<file path="config.mk">
export PLATFORM = sky130hd
export DESIGN_NAME = rx_pause_ctrl
export DESIGN_NICKNAME = d
export VERILOG_FILES = /design/src/rtl/rxp_pkg.sv /design/src/rtl/rxp_rst_sync.sv /design/src/rtl/rxp_page_acct.sv /design/src/rtl/rxp_refresh.sv /design/src/rtl/rxp_watermark.sv /design/src/rtl/rx_pause_ctrl.sv
export SDC_FILE = /design/constraint.sdc
export NUM_CORES = 1
export LEC_CHECK = 0
export BUFFER_PORTS_ARGS = -buffer_cell sky130_fd_sc_hd__buf_2
export CORE_MARGIN = 5
export CORE_UTILIZATION = 35
export CTS_CLUSTER_SIZE = 8
export DETAILED_ROUTE_END_ITERATION = 12
export SLEW_MARGIN = 15
export SYNTH_ARGS = -nofsm -noshare
export SYNTH_HDL_FRONTEND = slang
export SYNTH_HIERARCHICAL = 1
export SYNTH_SLANG_ARGS = --single-unit
</file>
<file path="constraint.sdc">
create_clock -name clk -period 0.89 [get_ports clk]
set_input_delay 0.178 -clock clk [delete_from_list [all_inputs] [get_ports clk]]
set_output_delay 0.178 -clock clk [all_outputs]
set_load 0.005 [all_outputs]
</file>
<file path="src/rtl/rxp_pkg.sv">
package rxp_pkg;

  // Held / open state of the water-mark controller.
  typedef enum logic {
    FC_OPEN = 1'b0,
    FC_HOLD = 1'b1
  } fc_state_e;

  // Bits needed to count from 0 up to and including n.
  function automatic int count_bits(input int n);
    return $clog2(n + 1);
  endfunction

endpackage

</file>
<file path="src/rtl/rxp_rst_sync.sv">
module rxp_rst_sync #(
  parameter int STAGES = 2
) (
  input  logic clk,
  input  logic arst_n,
  output logic srst_n
);

  logic [STAGES-1:0] sync_q;

  always_ff @(posedge clk or negedge arst_n) begin
    if (!arst_n) sync_q <= '0;
    else         sync_q <= {sync_q[STAGES-2:0], 1'b1};
  end

  assign srst_n = sync_q[STAGES-1];

endmodule

</file>
<file path="src/rtl/rxp_page_acct.sv">
module rxp_page_acct #(
  parameter int PAGES = 32,
  parameter int CNT_W = 6
) (
  input  logic             clk,
  input  logic             rst_n,
  input  logic             alloc,
  input  logic             free,
  output logic [CNT_W-1:0] count
);

  localparam logic [CNT_W-1:0] FULL = CNT_W'(PAGES);

  logic [CNT_W-1:0] cnt_q;
  logic [CNT_W-1:0] cnt_n;
  logic             cnt_en;

  // Next-state: a simultaneous claim and return cancel out.
  always_comb begin
    cnt_n  = cnt_q;
    cnt_en = 1'b0;
    unique case ({alloc, free})
      2'b10: begin
        if (cnt_q != '0) begin
          cnt_n  = cnt_q - 1'b1;
          cnt_en = 1'b1;
        end
      end
      2'b01: begin
        if (cnt_q != FULL) begin
          cnt_n  = cnt_q + 1'b1;
          cnt_en = 1'b1;
        end
      end
      default: begin
        cnt_n  = cnt_q;
        cnt_en = 1'b0;
      end
    endcase
  end

  always_ff @(posedge clk or negedge rst_n) begin
    if (!rst_n)      cnt_q <= FULL;
    else if (cnt_en) cnt_q <= cnt_n;
  end

  assign count = cnt_q;

endmodule

</file>
<file path="src/rtl/rxp_refresh.sv">
module rxp_refresh #(
  parameter int REF_W = 16
) (
  input  logic             clk,
  input  logic             rst_n,
  input  logic             run,
  input  logic [REF_W-1:0] period,
  output logic             tick
);

  logic [REF_W-1:0] tmr_q;
  logic [REF_W-1:0] tmr_n;
  logic             tmr_en;

  always_comb begin
    tick   = run && (period != '0) && (tmr_q == period - 1'b1);
    tmr_n  = (!run || tick) ? '0 : tmr_q + 1'b1;
    tmr_en = run || (tmr_q != '0);
  end

  always_ff @(posedge clk or negedge rst_n) begin
    if (!rst_n)      tmr_q <= '0;
    else if (tmr_en) tmr_q <= tmr_n;
  end

endmodule

</file>
<file path="src/rtl/rxp_watermark.sv">
module rxp_watermark
  import rxp_pkg::*;
#(
  parameter int CNT_W = 6
) (
  input  logic             clk,
  input  logic             rst_n,
  input  logic [CNT_W-1:0] count,
  input  logic [CNT_W-1:0] low_mark,
  input  logic [CNT_W-1:0] high_mark,
  input  logic             enable,
  input  logic             refresh_tick,
  output logic             paused,
  output logic             pause_req,
  output logic             resume_req
);

  fc_state_e state_q, state_n;
  logic      preq_q, preq_n;
  logic      rreq_q, rreq_n;

  always_comb begin
    state_n = state_q;
    preq_n  = 1'b0;
    rreq_n  = 1'b0;
    if (!enable) begin
      state_n = FC_OPEN;
    end else begin
      unique case (state_q)
        FC_OPEN: begin
          if (count <= low_mark) begin
            state_n = FC_HOLD;
            preq_n  = 1'b1;
          end
        end
        FC_HOLD: begin
          if (count >= high_mark) begin
            state_n = FC_OPEN;
            rreq_n  = 1'b1;
          end else if (refresh_tick) begin
            preq_n  = 1'b1;
          end
        end
        default: state_n = FC_OPEN;
      endcase
    end
  end

  always_ff @(posedge clk or negedge rst_n) begin
    if (!rst_n) begin
      state_q <= FC_OPEN;
      preq_q  <= 1'b0;
      rreq_q  <= 1'b0;
    end else begin
      state_q <= state_n;
      preq_q  <= preq_n;
      rreq_q  <= rreq_n;
    end
  end

  assign paused     = (state_q == FC_HOLD);
  assign pause_req  = preq_q;
  assign resume_req = rreq_q;

endmodule

</file>
<file path="src/rtl/rx_pause_ctrl.sv">
module rx_pause_ctrl
  import rxp_pkg::*;
#(
  parameter int PAGES = 32,
  parameter int REF_W = 16,
  localparam int CNT_W = count_bits(PAGES)
) (
  input  logic             clk,
  input  logic             rst_n,
  input  logic             alloc_i,
  input  logic             free_i,
  input  logic [CNT_W-1:0] low_mark_i,
  input  logic [CNT_W-1:0] high_mark_i,
  input  logic [REF_W-1:0] refresh_period_i,
  input  logic             full_duplex_i,
  input  logic             fc_disable_i,
  output logic [CNT_W-1:0] free_count_o,
  output logic             paused_o,
  output logic             pause_req_o,
  output logic             resume_req_o
);

  logic             rst_sync_n;
  logic [CNT_W-1:0] count;
  logic             fc_enable;
  logic             held;
  logic             refresh_tick;

  assign fc_enable = full_duplex_i && !fc_disable_i;

  rxp_rst_sync #(.STAGES(2)) u_rst (
    .clk    (clk),
    .arst_n (rst_n),
    .srst_n (rst_sync_n)
  );

  rxp_page_acct #(.PAGES(PAGES), .CNT_W(CNT_W)) u_acct (
    .clk   (clk),
    .rst_n (rst_sync_n),
    .alloc (alloc_i),
    .free  (free_i),
    .count (count)
  );

  rxp_refresh #(.REF_W(REF_W)) u_refresh (
    .clk    (clk),
    .rst_n  (rst_sync_n),
    .run    (held),
    .period (refresh_period_i),
    .tick   (refresh_tick)
  );

  rxp_watermark #(.CNT_W(CNT_W)) u_wm (
    .clk          (clk),
    .rst_n        (rst_sync_n),
    .count        (count),
    .low_mark     (low_mark_i),
    .high_mark    (high_mark_i),
    .enable       (fc_enable),
    .refresh_tick (refresh_tick),
    .paused       (held),
    .pause_req    (pause_req_o),
    .resume_req   (resume_req_o)
  );

  assign free_count_o = count;
  assign paused_o     = held;

endmodule

</file>
==> impl_summary.md <==
Status
The run finished, with violations left. The checks that failed: setup timing.

Placement
The sum of net half-perimeters after detailed placement is just under 6000 um. At the placement stage, the worst setup path has a slack of -1934 ps. The congestion estimate from routability-driven global placement came to approximately 0.87.

Buffers placed on the I/O ports in this run total 42. The post-placement cell area is roughly 3700 um2.

Timing
The number of hold violations in the final report is 0. The final critical path takes up 269.1% of the cycle. The worst hold margin is approximately 210 ps.

The final worst clock skew is 3.677 ps. The final count of negative-setup-slack endpoints is 34. Based on the critical path, the design can be clocked at up to between 400 and 500 MHz. In the post-route analysis, the smallest setup slack over all paths is -1505 ps.

Counting I/O delays and the setup requirement, the final critical path takes between 2000 and 2500 ps. Setup repair after global routing could not meet its margin everywhere. The final max-slew violation count came to 0.

Pwr
The static leakage power is between 1.5 and 2 nW. The areal power density over the cells is between 1500 and 2000 nW/um2. The net switching power is 3.040 mW. In this run, flip-flops and latches consume around a quarter of the power. The net switching fraction of the power is a little under 40%. The worst IR drop on VDD is between 1000 and 1500 uV.

Total power for the finished layout comes to about 7.8 mW. The total internal power is roughly 4.7 mW. The portion of total power attributed to combinational logic is ~68%.

The portion of total power attributed to the clock network is a little under 9%.

Yosys
The number of distinct library cells after synthesis is between 60 and 70. The total number of yosys warnings is 6. The synthesized net count is 344. The number of flops mapped to enable cells by yosys is 0. After synthesis, the share of flip-flops with an asynchronous set or reset is 100.0%. The mean instance size in the synthesized netlist is just under 9 um2. The cell area that synthesis handed to floorplanning was between 2000 and 3000 um2. The most used flip-flop cell after synthesis is sky130_fd_sc_hd__dfrtp_1. The sequential element share of the synthesized area is 26.55%. The post-synthesis cell count is 288. After synthesis the netlist holds a flip-flop and latch count of 27.

Layout
The post-route netlist has approximately half of its cells at a drive strength greater than 1. The finished cells cover between 4000 and 5000 um2. The final layout contains 480 nets. The repair_antennas step left the layout with diodes totalling 0. Leaving out fill and tap cells, the most frequent cells in the layout are sky130_fd_sc_hd__buf_4, sky130_fd_sc_hd__buf_2, sky130_fd_sc_hd__buf_6, sky130_fd_sc_hd__dfrtp_1, sky130_fd_sc_hd__inv_1.

The most common cell after layout, fill and taps aside is sky130_fd_sc_hd__buf_4. The post-synthesis to final-layout area growth is 61.33%.

Route
After detailed routing, the total wire length is approximately 7700 um. In this run the remaining antenna-violating nets after routing total 0. The number of detailed-route iterations in the first pass is 4. The detailed-route vias per instance is around 5. The number of remaining DRC errors is 0.

The total number of vias is 2,622. In this run, the number of DRC markers left after iteration 0 of detailed routing was about 110. The wire length per cell is approximately 15 um.

Global routing
The total overflow left after global routing is 0. For this run, the total global-route usage over all layers was measured as around 17%. The largest net degree at the start of global routing is 26. The number of antenna violations at the first check in global routing is 0.

The via count of the first global-routing pass is approximately 2,700. The first global-routing pass estimated approximately 12,000 um of wire.

Setup path
STA puts the critical path data required time at between 1000 and 1500 ps. STA classifies the critical path endpoint as a flop. The maximum net fanout on the critical path is 2. By startpoint and endpoint, the worst setup path is classified as input pin to flop.

Walking the worst path, the cells encountered are buf_12 -> inv_12 -> ha_4 -> or3b_4 -> or4_4 -> a221oi_4 -> o22ai_1 -> or3_1 -> nor4_2 -> o211ai_1 -> a21oi_1. The critical path arrival is between 2000 and 3000 ps. The destination of the worst register-to-register timing path is u_wm/pause_req$_DFF_PN0_. The start of the worst register-to-register path is u_refresh/tmr_q[8]$_DFFE_PN0P_.

The setup slack of the most critical reg-to-reg path is -1410 ps. The cell with the largest stage delay on the worst path is sky130_fd_sc_hd__or4_4. The kind of start point of the critical path is an input pin. For the worst flop-to-flop path, the logic depth is 8. For this run, the slowest stage of the critical path takes roughly 550 ps.

Clock tree
Buffers inserted during clock tree synthesis total 3. The deepest clock path buffer count is 2. The TritonCTS sink count is 27. The clock insertion delay at the later pin of the skew report is about 270 ps. After clock tree synthesis, the clock-pin slew on the worst setup and hold paths is 90 ps. The tree is rooted in a sky130_fd_sc_hd__clkbuf_8.

TritonCTS built the clock tree. In this run the number of H-tree levels came out at 1.

Floorplanning
After floorplanning, the core was sized to cover 7176 um2. The floorplan step set the die width to 95.36 um. For this configuration, the core starts out at a cell density of between 30% and 40%.

In this run the core area contains 31 standard-cell rows. The die covers 9093 um2. Pin placement for this block handled 43 I/O pins. In this run the vertical extent of the chip is about 95 um.

Job
The number of max-cap violations is 0.

Hold path
In this run the worst hold path is classified as input pin to async pin.
==> cells by family (layout without fill, tap and decap cells) <==
group                      count (synthesis)  count (layout)  synth area share, %
and+or+nand+nor                          115             115                29.39
AOI/OAI and AO/OA                         48              48                13.30
xor gates and xnor gates                  37              37                12.71
buffers and inverters                     35             170                5.888
DFF                                       27              27                26.55
adders and majority gates                 22              22                10.79
muxes                                      3               3                1.227
other                                      1               1               0.1471
==> flip-flops by register name, summed over array words and instances (netlist names) <==
signal	count
u_wm/paused	1
u_wm/pause_req	1
u_refresh/tmr_q	16
u_rst/sync_q	2
u_acct/count	6
u_wm/resume_req	1
==> layer usage <==
layer	vias up	part of all wire [%]	track usage, %
met5	-	0	0
met1	1276	42	20.31
met4	0	1.6	4.808
li1	1312	-	-
met3	8	1.6	0.7893
met2	26	55	33.41
==> how the worst max path moves through the flow <==
stage,from,endpoint,slack (ps),cells after the start
global placement,refresh_period_i[1],u_wm/pause_req$_DFF_PN0_,-1910,11
detailed placement,refresh_period_i[1],u_wm/pause_req$_DFF_PN0_,-1930,11
CTS,refresh_period_i[1],u_refresh/tmr_q[8]$_DFFE_PN0P_,-1490,11
finish,refresh_period_i[1],u_wm/pause_req$_DFF_PN0_,-1510,11
floorplan,refresh_period_i[1],u_wm/pause_req$_DFF_PN0_,-1670,11
global route,refresh_period_i[1],u_wm/pause_req$_DFF_PN0_,-1610,11
==> power groups by stage <==
| stage | sequential [mW] | combinational, mW | clock [mW] |
|---|---|---|---|
| 6_report | 1.85 | 5.26 | 0.686 |
| 5_1_grt | 1.88 | 5.69 | 0.769 |
| 4_1_cts | 1.82 | 4.72 | 0.716 |
| 3_5_place_dp | 1.87 | 3.85 | 0 |
| 3_3_place_gp | 1.86 | 3.72 | 0 |
| 2_1_floorplan | 1.88 | 2.08 | 0 |
==> final cells by class <==
| type | count | area [um2] |
|---|---|---|
| Fill cell | 652 | 3062 |
| Multi-Input combinational cell | 226 | 2039 |
| Timing Repair Buffer | 141 | 1111 |
| Sequential cell | 27 | 683.2 |
| Tap cell | 99 | 123.9 |
| Inverter | 25 | 111.4 |
| Clock buffer | 4 | 45.04 |
==> synthesized netlist by cell type, types with 7 or more instances <==
cell                       number  area (um2)
sky130_fd_sc_hd__dfrtp_1       26       650.6
sky130_fd_sc_hd__o21ai_0        8       40.04
sky130_fd_sc_hd__inv_1         25       93.84
sky130_fd_sc_hd__nand2_1       16       60.06
sky130_fd_sc_hd__nand4_1        7       43.79
sky130_fd_sc_hd__nand3_1        9       45.04
sky130_fd_sc_hd__xor2_1        18       157.7
sky130_fd_sc_hd__nor3_1        12       60.06
sky130_fd_sc_hd__clkbuf_1       7       26.28
sky130_fd_sc_hd__xnor2_1       19       166.4
sky130_fd_sc_hd__nor3_2        10       100.1
sky130_fd_sc_hd__nor4_1         9       56.30
sky130_fd_sc_hd__nor2_1        16       60.06
sky130_fd_sc_hd__ha_1          22       275.3
sky130_fd_sc_hd__a21oi_1        8       40.04
==> worst max-delay path: cells and delay by family <==
family | cells | cell delay, ps
simple gates | 4 | 1470
fa+ha+maj | 1 | 120
compound gates | 4 | 680
buf+inv | 2 | 150
==> repair_timing <==
action / in CTS / in global routing
resized for setup: 40 / 22
pin swaps: 15 / 14
cloned: 0 / 0
hold buffers: 1 / 0
endpoints found under the setup margin: 34 / 34
setup buffers: 11 / 4
hold endpoints to repair: 2 / 0
==> per-stage QoR <==
step / setup TNS, ps / utilization (%) / instances
after floorplan: -30670 / - / 288
after detailed placement: -37520 / 50.90 / 505
after global placement: -37060 / 50.90 / 505
after global routing: -33250 / 57.33 / 522
after CTS: -32100 / 55.45 / 520
final: -30960 / 57.33 / 522
No activity file was read; power rests on OpenSTA's default activity.
